`config.mk`:
```
export PLATFORM = sky130hd
export DESIGN_NAME = ep_xfer_tracker
export DESIGN_NICKNAME = d
export VERILOG_FILES = /design/src/rtl/ep_xfer_pkg.sv /design/src/rtl/ep_down_cnt.sv /design/src/rtl/ep_xfer_fsm.sv /design/src/rtl/ep_xfer_rdmux.sv /design/src/rtl/ep_xfer_tracker.sv
export SDC_FILE = /design/constraint.sdc
export NUM_CORES = 1
export LEC_CHECK = 0
export BUFFER_PORTS_ARGS = -buffer_cell sky130_fd_sc_hd__buf_4
export CORE_MARGIN = 4
export CORE_UTILIZATION = 40
export DETAILED_ROUTE_END_ITERATION = 12
export PLACE_DENSITY = 0.86
export SLEW_MARGIN = 10
export SYNTH_ARGS = -nofsm -noshare
export SYNTH_HDL_FRONTEND = slang
export SYNTH_SLANG_ARGS = --single-unit
```
`constraint.sdc`:
```
create_clock -name clk -period 2.2 [get_ports clk]
set_input_delay 0.44 -clock clk [delete_from_list [all_inputs] [get_ports clk]]
set_output_delay 0.44 -clock clk [all_outputs]
set_load 0.005 [all_outputs]
```
`src/rtl/ep_xfer_pkg.sv`:
```
package ep_xfer_pkg;

    typedef enum logic [1:0] {
        ST_IDLE   = 2'd0,
        ST_ARMED  = 2'd1,
        ST_FINISH = 2'd2
    } ep_state_e;

endpackage

```
`src/rtl/ep_down_cnt.sv`:
```
module ep_down_cnt #(
    parameter int W = 7
) (
    input  logic         clk,
    input  logic         rst_n,
    input  logic         load,
    input  logic [W-1:0] load_val,
    input  logic         dec,
    input  logic [W-1:0] dec_amt,
    output logic [W-1:0] cnt,
    output logic         is_zero,
    output logic         is_one
);

    logic [W-1:0] cnt_next;
    logic         underflow;

    // saturating subtract: a step larger than the remainder lands on zero
    always_comb begin
        underflow = (dec_amt >= cnt);
        cnt_next  = cnt;
        if (load) begin
            cnt_next = load_val;
        end else if (dec) begin
            cnt_next = underflow ? '0 : (cnt - dec_amt);
        end
    end

    always_ff @(posedge clk or negedge rst_n) begin
        if (!rst_n) begin
            cnt <= '0;
        end else begin
            cnt <= cnt_next;
        end
    end

    assign is_zero = (cnt == '0);
    assign is_one  = (cnt == W'(1));

endmodule

```
`src/rtl/ep_xfer_fsm.sv`:
```
module ep_xfer_fsm
    import ep_xfer_pkg::*;
(
    input  logic clk,
    input  logic rst_n,
    input  logic en_req,
    input  logic pkt_rd,
    input  logic reg_wr,
    input  logic pkt_zero,
    input  logic pkt_one,
    output logic ep_enabled,
    output logic xfer_done,
    output logic pkt_err,
    output logic cnt_dec,
    output logic sw_load
);

    ep_state_e state_q;
    ep_state_e state_d;
    logic      err_q;
    logic      err_d;

    // next-state logic
    always_comb begin
        state_d = state_q;
        unique case (state_q)
            ST_IDLE: begin
                if (en_req) begin
                    state_d = ST_ARMED;            // ARM
                end
            end
            ST_ARMED: begin
                if (pkt_rd && pkt_zero) begin
                    state_d = ST_IDLE;             // FAULT
                end else if (pkt_rd && pkt_one) begin
                    state_d = ST_FINISH;           // LAST
                end else begin
                    state_d = ST_ARMED;            // HOLD
                end
            end
            ST_FINISH: begin
                state_d = ST_IDLE;                 // RETIRE
            end
            default: begin
                state_d = ST_IDLE;
            end
        endcase
    end

    // sticky error: set on FAULT, cleared when ARM is taken
    always_comb begin
        err_d = err_q;
        if (state_q == ST_IDLE && en_req) begin
            err_d = 1'b0;
        end else if (state_q == ST_ARMED && pkt_rd && pkt_zero) begin
            err_d = 1'b1;
        end
    end

    // state register
    always_ff @(posedge clk or negedge rst_n) begin
        if (!rst_n) begin
            state_q <= ST_IDLE;
            err_q   <= 1'b0;
        end else begin
            state_q <= state_d;
            err_q   <= err_d;
        end
    end

    // outputs
    always_comb begin
        ep_enabled = 1'b0;
        xfer_done  = 1'b0;
        cnt_dec    = 1'b0;
        sw_load    = 1'b0;
        unique case (state_q)
            ST_IDLE: begin
                sw_load = reg_wr;
            end
            ST_ARMED: begin
                ep_enabled = 1'b1;
                cnt_dec    = pkt_rd && !pkt_zero;
            end
            ST_FINISH: begin
                xfer_done = 1'b1;
                sw_load   = reg_wr;
            end
            default: begin
                ep_enabled = 1'b0;
            end
        endcase
    end

    assign pkt_err = err_q;

endmodule

```
`src/rtl/ep_xfer_rdmux.sv`:
```
module ep_xfer_rdmux #(
    parameter int REG_W   = 32,
    parameter int PKT_W   = 2,
    parameter int PKT_LSB = 19,
    parameter int SIZE_W  = 7
) (
    input  logic [PKT_W-1:0]  pkt_cnt,
    input  logic [SIZE_W-1:0] byte_cnt,
    output logic [REG_W-1:0]  rdata
);

    localparam int PKT_MSB = PKT_LSB + PKT_W - 1;

    for (genvar b = 0; b < REG_W; b++) begin : g_bit
        if (b >= PKT_LSB && b <= PKT_MSB) begin : g_pkt
            assign rdata[b] = pkt_cnt[b-PKT_LSB];
        end else if (b < SIZE_W) begin : g_size
            assign rdata[b] = byte_cnt[b];
        end else begin : g_rsvd
            assign rdata[b] = 1'b0;
        end
    end

endmodule

```
`src/rtl/ep_xfer_tracker.sv`:
```
module ep_xfer_tracker #(
    parameter int REG_W   = 32,
    parameter int PKT_W   = 2,
    parameter int PKT_LSB = 19,
    parameter int SIZE_W  = 7
) (
    input  logic              clk,
    input  logic              rst_n,
    input  logic              reg_wr,
    input  logic [REG_W-1:0]  reg_wdata,
    output logic [REG_W-1:0]  reg_rdata,
    input  logic              ep_en_set,
    output logic              ep_enabled,
    input  logic              pkt_rd,
    input  logic [SIZE_W-1:0] pkt_len,
    output logic              xfer_done,
    output logic              pkt_err
);

    localparam int PKT_MSB = PKT_LSB + PKT_W - 1;

    logic [PKT_W-1:0]  pkt_cnt;
    logic [SIZE_W-1:0] byte_cnt;
    logic              pkt_zero;
    logic              pkt_one;
    logic              byte_zero_unused;
    logic              byte_one_unused;
    logic              cnt_dec;
    logic              sw_load;

    ep_xfer_fsm u_fsm (
        .clk        (clk),
        .rst_n      (rst_n),
        .en_req     (ep_en_set),
        .pkt_rd     (pkt_rd),
        .reg_wr     (reg_wr),
        .pkt_zero   (pkt_zero),
        .pkt_one    (pkt_one),
        .ep_enabled (ep_enabled),
        .xfer_done  (xfer_done),
        .pkt_err    (pkt_err),
        .cnt_dec    (cnt_dec),
        .sw_load    (sw_load)
    );

    ep_down_cnt #(.W(PKT_W)) u_pkt_cnt (
        .clk      (clk),
        .rst_n    (rst_n),
        .load     (sw_load),
        .load_val (reg_wdata[PKT_MSB:PKT_LSB]),
        .dec      (cnt_dec),
        .dec_amt  (PKT_W'(1)),
        .cnt      (pkt_cnt),
        .is_zero  (pkt_zero),
        .is_one   (pkt_one)
    );

    ep_down_cnt #(.W(SIZE_W)) u_byte_cnt (
        .clk      (clk),
        .rst_n    (rst_n),
        .load     (sw_load),
        .load_val (reg_wdata[SIZE_W-1:0]),
        .dec      (cnt_dec),
        .dec_amt  (pkt_len),
        .cnt      (byte_cnt),
        .is_zero  (byte_zero_unused),
        .is_one   (byte_one_unused)
    );

    ep_xfer_rdmux #(
        .REG_W   (REG_W),
        .PKT_W   (PKT_W),
        .PKT_LSB (PKT_LSB),
        .SIZE_W  (SIZE_W)
    ) u_rdmux (
        .pkt_cnt  (pkt_cnt),
        .byte_cnt (byte_cnt),
        .rdata    (reg_rdata)
    );

endmodule

```
### Word-level counts from Yosys, hierarchy flattened

Cells that the tools add are included.

* logic and storage cells: 40
* bits in registers: 12
* bits of input ports: 44

* muxes and demuxes: 16
* $add $sub $neg: 2
* magnitude comparators: 2
* eq/ne operators: 4
* reductions and logical operators: 12

Operator list (number)
* $mux 7: 3
* $mux 2: 6
* $ge 7x7->1: 1
* $sub 7x7->7: 1
* $logic_and 1x1->1: 6
* $mux 1: 6
* $eq 2x1->1 const B: 2
* $logic_not 2->1: 2
* $pmux 2 s2: 1
* $reduce_bool 2->1: 2
* $eq 2x2->1 const B: 1
* $ge 1x2->1 const A: 1
* $ne 2x2->1 const B: 1
* $reduce_or 2->1: 1
* $sub 2x1->2 const B: 1
* $logic_not 1->1: 1

### Logic depth before layout (Yosys ltp)

* depth in word-level cells: 6
* depth in mapped cells: 7
* gate-level depth less buffers: 7

### Modules after synthesis

Synthesis repeated with hierarchy kept, for this count alone.

* cells, all modules: 151
* area, all modules: 1248.7 sq um

By module, submodules not included
* ep_down_cnt at u_byte_cnt: cells an instance 83, area an instance 664.4 sq um, seq. area each 175.2 sq um, instances 1
* ep_xfer_rdmux: cells an instance 33, area an instance 244.0 sq um, seq. area each 0.0 sq um, instances 1
* ep_xfer_fsm: cells an instance 16, area an instance 167.7 sq um, seq. area each 75.1 sq um, instances 1
* ep_down_cnt at u_pkt_cnt: cells an instance 17, area an instance 165.2 sq um, seq. area each 50.0 sq um, instances 1
* ep_xfer_tracker: cells an instance 2, area an instance 7.5 sq um, seq. area each 0.0 sq um, instances 1

### Least setup slack after synthesis

Ideal clock, no wire load.

* path kind: input to register
* from: input pkt_len[0]
* to: register u_byte_cnt.cnt[6]
* setup slack: 0.390 ns
* data required time: 2.124 ns
* data arrival time: 1.734 ns
* stages on the path: 6
* path through: ha_1 fa_1 nand2b_1 a2111oi_0 a211oi_1 o21ai_1

* longest elaborated chain between the ends: 4
* elaborated cells on any way between the ends: 5
* those cells by class: add/sub (1); order compare (1); mux (3)

RTL lines
* start, declared: RTL line ep_xfer_tracker.sv:15 `input logic [SIZE_W-1:0] pkt_len,`
* $sub 7x7->7 / $ge 7x7->1 (equally long branches): RTL line ep_down_cnt.sv:25, ep_down_cnt.sv:20
* $mux 7 (*): RTL line ep_down_cnt.sv:25 `cnt_next = underflow ? '0 : (cnt - dec_amt);`
* $mux 7 (*): RTL line ep_down_cnt.sv:24 `end else if (dec) begin`
* $mux 7 (*): RTL line ep_down_cnt.sv:22 `if (load) begin`
* end signal, assigned: RTL line ep_down_cnt.sv:33 `cnt <= cnt_next;`
* end, declared: RTL line ep_down_cnt.sv:10 `output logic [W-1:0] cnt,`

Every way passes the cells marked *; elsewhere a longest branch is shown, timed or not. The select of a mux whose other input is x is not followed.
A chain may end at the register's enable or synchronous reset.

### Worst setup path after layout

* from: register u_byte_cnt.cnt[0]
* to: register u_byte_cnt.cnt[6]

* longest elaborated chain between the ends: 4
* elaborated cells on any way between the ends: 5
* those cells by class: add/sub (1); order compare (1); mux (3)

RTL lines (RTL line)
* $sub 7x7->7 / $ge 7x7->1 (equally long branches): ep_down_cnt.sv:25, ep_down_cnt.sv:20
* $mux 7 (*): ep_down_cnt.sv:25
* $mux 7 (*): ep_down_cnt.sv:24
* $mux 7 (*): ep_down_cnt.sv:22

Marked as above.

==> reports/qor.txt <==
=================================================================================================
Status ............................................................................. finished clean
Cell-by-cell listing of the critical path .......................................... inv_1 -> ha_1 -> fa_1 -> nand2b_1 -> a2111oi_1 -> a211oi_1 -> o21ai_1
Leading cell types in the layout, fill and taps excluded ........................... buf_4, conb_1, dfrtp_1
Max Fanout on Critical Path ........................................................            4
Leading cell type in the layout, fill and taps excluded ............................        buf_4
Delay-heaviest family, CP .......................................................... compound AO/OA/AOI/OAI gates
Violation count after the first detailed-routing iteration .........................           31
Number of detailed-routing iterations run before antenna repair ....................            4
Areal power density over the cells .................................................  1110 nW/um2
Congestion Overflow GR .............................................................            0
Number of distinct library cell variants in the gate-level netlist after synthesis .           39
Cell taking the most area after synthesis ..........................................      dfrtp_1
Tmin final .........................................................................      2.04 ns
Cell area after placement ..........................................................     1250 um2
Post-CTS setup repair buffer count .................................................            0
Storage cell area ..................................................................      300 um2
Maximum clock skew at final layout .................................................   0.00268 ns
Number of buffer and inverter instances along the worst setup path .................            1
Site row count .....................................................................           18
Class of the tightest hold or removal check ........................................       in2reg
Fin util ...........................................................................        51.0%
Antenna violations before repair ...................................................            0
Mean cell area of the mapped netlist ...............................................     8.88 um2
Slowest CP cell ....................................................................    a2111oi_1
Buffers on Ports ...................................................................           32
Antenna diode instance count .......................................................            0
Count of endpoints failing hold in the final timing report .........................            0
TritonCTS clock tree ...............................................................         done
Post-Route WL ......................................................................      2.47 mm
Clk sink count .....................................................................           12
Global-route usage over all layers .................................................        13.4%
Category of the worst setup path launch point ......................................         flop
Clock input transition at the sequential cells of the worst setup and hold paths ...      0.07 ns
Net count of the finished layout ...................................................          208
Critical path data arrival time ....................................................      2.23 ns
Top cells by area, synth ........................................................... dfrtp_1, buf_4, ha_1
Via/cell ratio .....................................................................         5.12
Area Overhead vs Synth .............................................................        19.7%
Maximum count of clock buffers along a single path .................................            2
Setup Slack @ Placement ............................................................    0.0202 ns
Height of the die ..................................................................      59.8 um
Worst IR Drop VDD ..................................................................     0.589 mV
Setup ws final .....................................................................     0.159 ns
Required time of the critical path .................................................      2.39 ns
Fill cells .........................................................................          242
Category of the critical setup timing path .........................................      reg2reg
Final design instance area without fill ............................................     1290 um2
Maximum number of pins on one net before global-route repair .......................           13
Routed wirelength normalized by instance count .....................................      13.4 um
Total number of vias ...............................................................          942
Via count of the first global-routing pass .........................................          949
Yosys warning total ................................................................            0
Layout cell share with drive strength beyond 1 .....................................        28.6%
Core Area ..........................................................................     2520 um2
Final Max Slew Viols ...............................................................            0
Count of mapped cells out of synthesis .............................................          121
Total Negative Setup Slacks ........................................................         0 ns
Post-synth design cell area ........................................................     1070 um2
TritonCTS Buffers ..................................................................            3
Crit share post-route ..............................................................        92.8%
Area taken by multi-input logic gates ..............................................      638 um2
Die span in x ......................................................................      59.8 um
Post-route DRC .....................................................................            0
RePlAce Congestion .................................................................        0.846
I/O pin total ......................................................................           79
Sequential cell area fraction in the yosys report ..................................        27.9%
Endpoint class of the critical path ................................................         flop
Htree depth ........................................................................            1
Final HPWL DP ......................................................................      2.10 mm
Clock latency at the later pin of the worst-skew pair ..............................      0.26 ns
RSZ-0062 raised after global routing ...............................................           no
Yosys top cell area share ..........................................................        27.9%
CP max stage delay .................................................................      0.45 ns
Highest Clock Rate .................................................................    0.490 GHz
Final Setup Violations .............................................................            0
Max-cap viol count .................................................................            0
Global-route wire length before repair .............................................      3.73 mm
Clock root buffer ..................................................................     clkbuf_4
Static leakage .....................................................................     0.660 nW
Number of nets with antenna violations after routing ...............................            0
Die footprint ......................................................................     3580 um2
Synth Register Bits ................................................................           12
Starting density of the core .......................................................        42.6%
=================================================================================================
-- logic make-up (layout without fill, tap and decap cells) --
group | after synthesis | in the layout | share of synthesized area (%)
compound gates | 35 | 35 | 24.9
xor+xnor | 2 | 2 | 1.63
fa+ha+maj | 8 | 8 | 10.0
buf+inv | 35 | 46 | 20.5
flops | 12 | 12 | 27.9
other cells | 1 | 23 | 0.349
simple gates | 28 | 28 | 14.7
-- sequential cells by signal (all words and copies together) (netlist names) --
register and count:
u_fsm.state_q 2, u_pkt_cnt.cnt 2, u_byte_cnt.cnt 7, u_fsm.pkt_err 1
-- routing by layer --
| layer | wire length [um] | vias to the layer above | share of wire, % | GRT usage [%] |
|---|---|---|---|---|
| met1 | 866 | 444 | 35 | 12.7 |
| met5 | 0 | - | 0 | 0 |
| met4 | 10 | 0 | 0.41 | 7.91 |
| met2 | 1370 | 45 | 55 | 26.1 |
| li1 | - | 451 | - | - |
| met3 | 223 | 2 | 9.0 | 2.38 |
-- final timing paths --
check | start | end | slack [ns] | cells after the start
min in group asynchronous | rst_n | u_byte_cnt.cnt[4] | 0.56 | 2
max | u_byte_cnt.cnt[0] | u_byte_cnt.cnt[6] | 0.16 | 7
max reg2reg | u_byte_cnt.cnt[0] | u_byte_cnt.cnt[6] | 0.16 | 7
max in group asynchronous | rst_n | u_fsm.pkt_err | 1.49 | 2
min | ep_en_set | u_fsm.pkt_err | 0.35 | 2
min reg2reg | u_fsm.state_q[1] | u_fsm.state_q[0] | 0.51 | 1
-- metrics by stage --
step / instances / power, mW / hold slack, ns
2_1_floorplan: 143 / 1.00 / 0.144
3_3_place_gp: 180 / 1.24 / 0.281
3_5_place_dp: 180 / 1.29 / 0.286
4_1_cts: 183 / 1.42 / 0.00234
5_1_grt: 184 / 1.55 / 0.337
6_report: 184 / 1.42 / 0.351
-- what timing repair did --
action	4_1_cts	5_1_grt
hold buffers	0	1
endpoints found under the hold margin	0	12
setup endpoints to repair	0	1
resized for setup	0	1
-- area by class of cell --
type                       instances  share of cell area (%)
tap                               30                    2.92
timing repair buffer              33                    19.5
sequential                        12                    23.3
inverter                          10                    2.92
clock buffer                       3                    1.75
multi-input combinational         96                    49.6
-- synthesized netlist by cell type --
| cell type | n |
|---|---|
| fa_1 | 1 |
| and3_1 | 1 |
| o211ai_4 | 1 |
| o31ai_1 | 3 |
| buf_2 | 1 |
| xnor2_1 | 1 |
| a211o_2 | 1 |
| and3b_2 | 1 |
| a22oi_1 | 7 |
| a21oi_1 | 6 |
| nor2_1 | 6 |
| dfrtp_1 | 12 |
| a21oi_2 | 1 |
| clkbuf_2 | 1 |
| a311oi_1 | 2 |
| a211oi_1 | 2 |
| a2111oi_0 | 1 |
| or3b_2 | 1 |
| o211ai_1 | 1 |
| a21o_1 | 1 |
| nand3_1 | 3 |
| inv_1 | 10 |
| o21ai_1 | 1 |
| a221o_1 | 1 |
| nor3b_1 | 1 |
| conb_1 | 1 |
| xor2_1 | 1 |
| nand3b_1 | 2 |
| nand2b_1 | 3 |
| nor2b_1 | 2 |
| nand4_1 | 1 |
| nand2_1 | 4 |
| buf_4 | 23 |
| a21o_2 | 1 |
| o211a_4 | 1 |
| or2_2 | 2 |
| ha_1 | 7 |
| o21ai_0 | 5 |
| and2b_1 | 1 |
-- power breakdown --
part / internal [mW] / switching [mW] / leakage (nW)
clock: 0.0631 / 0.0640 / 0.0138
combinational: 0.430 / 0.451 / 0.494
sequential: 0.315 / 0.0997 / 0.152
total: 0.808 / 0.615 / 0.660
Note: power is estimated with default switching activity, not from simulation.
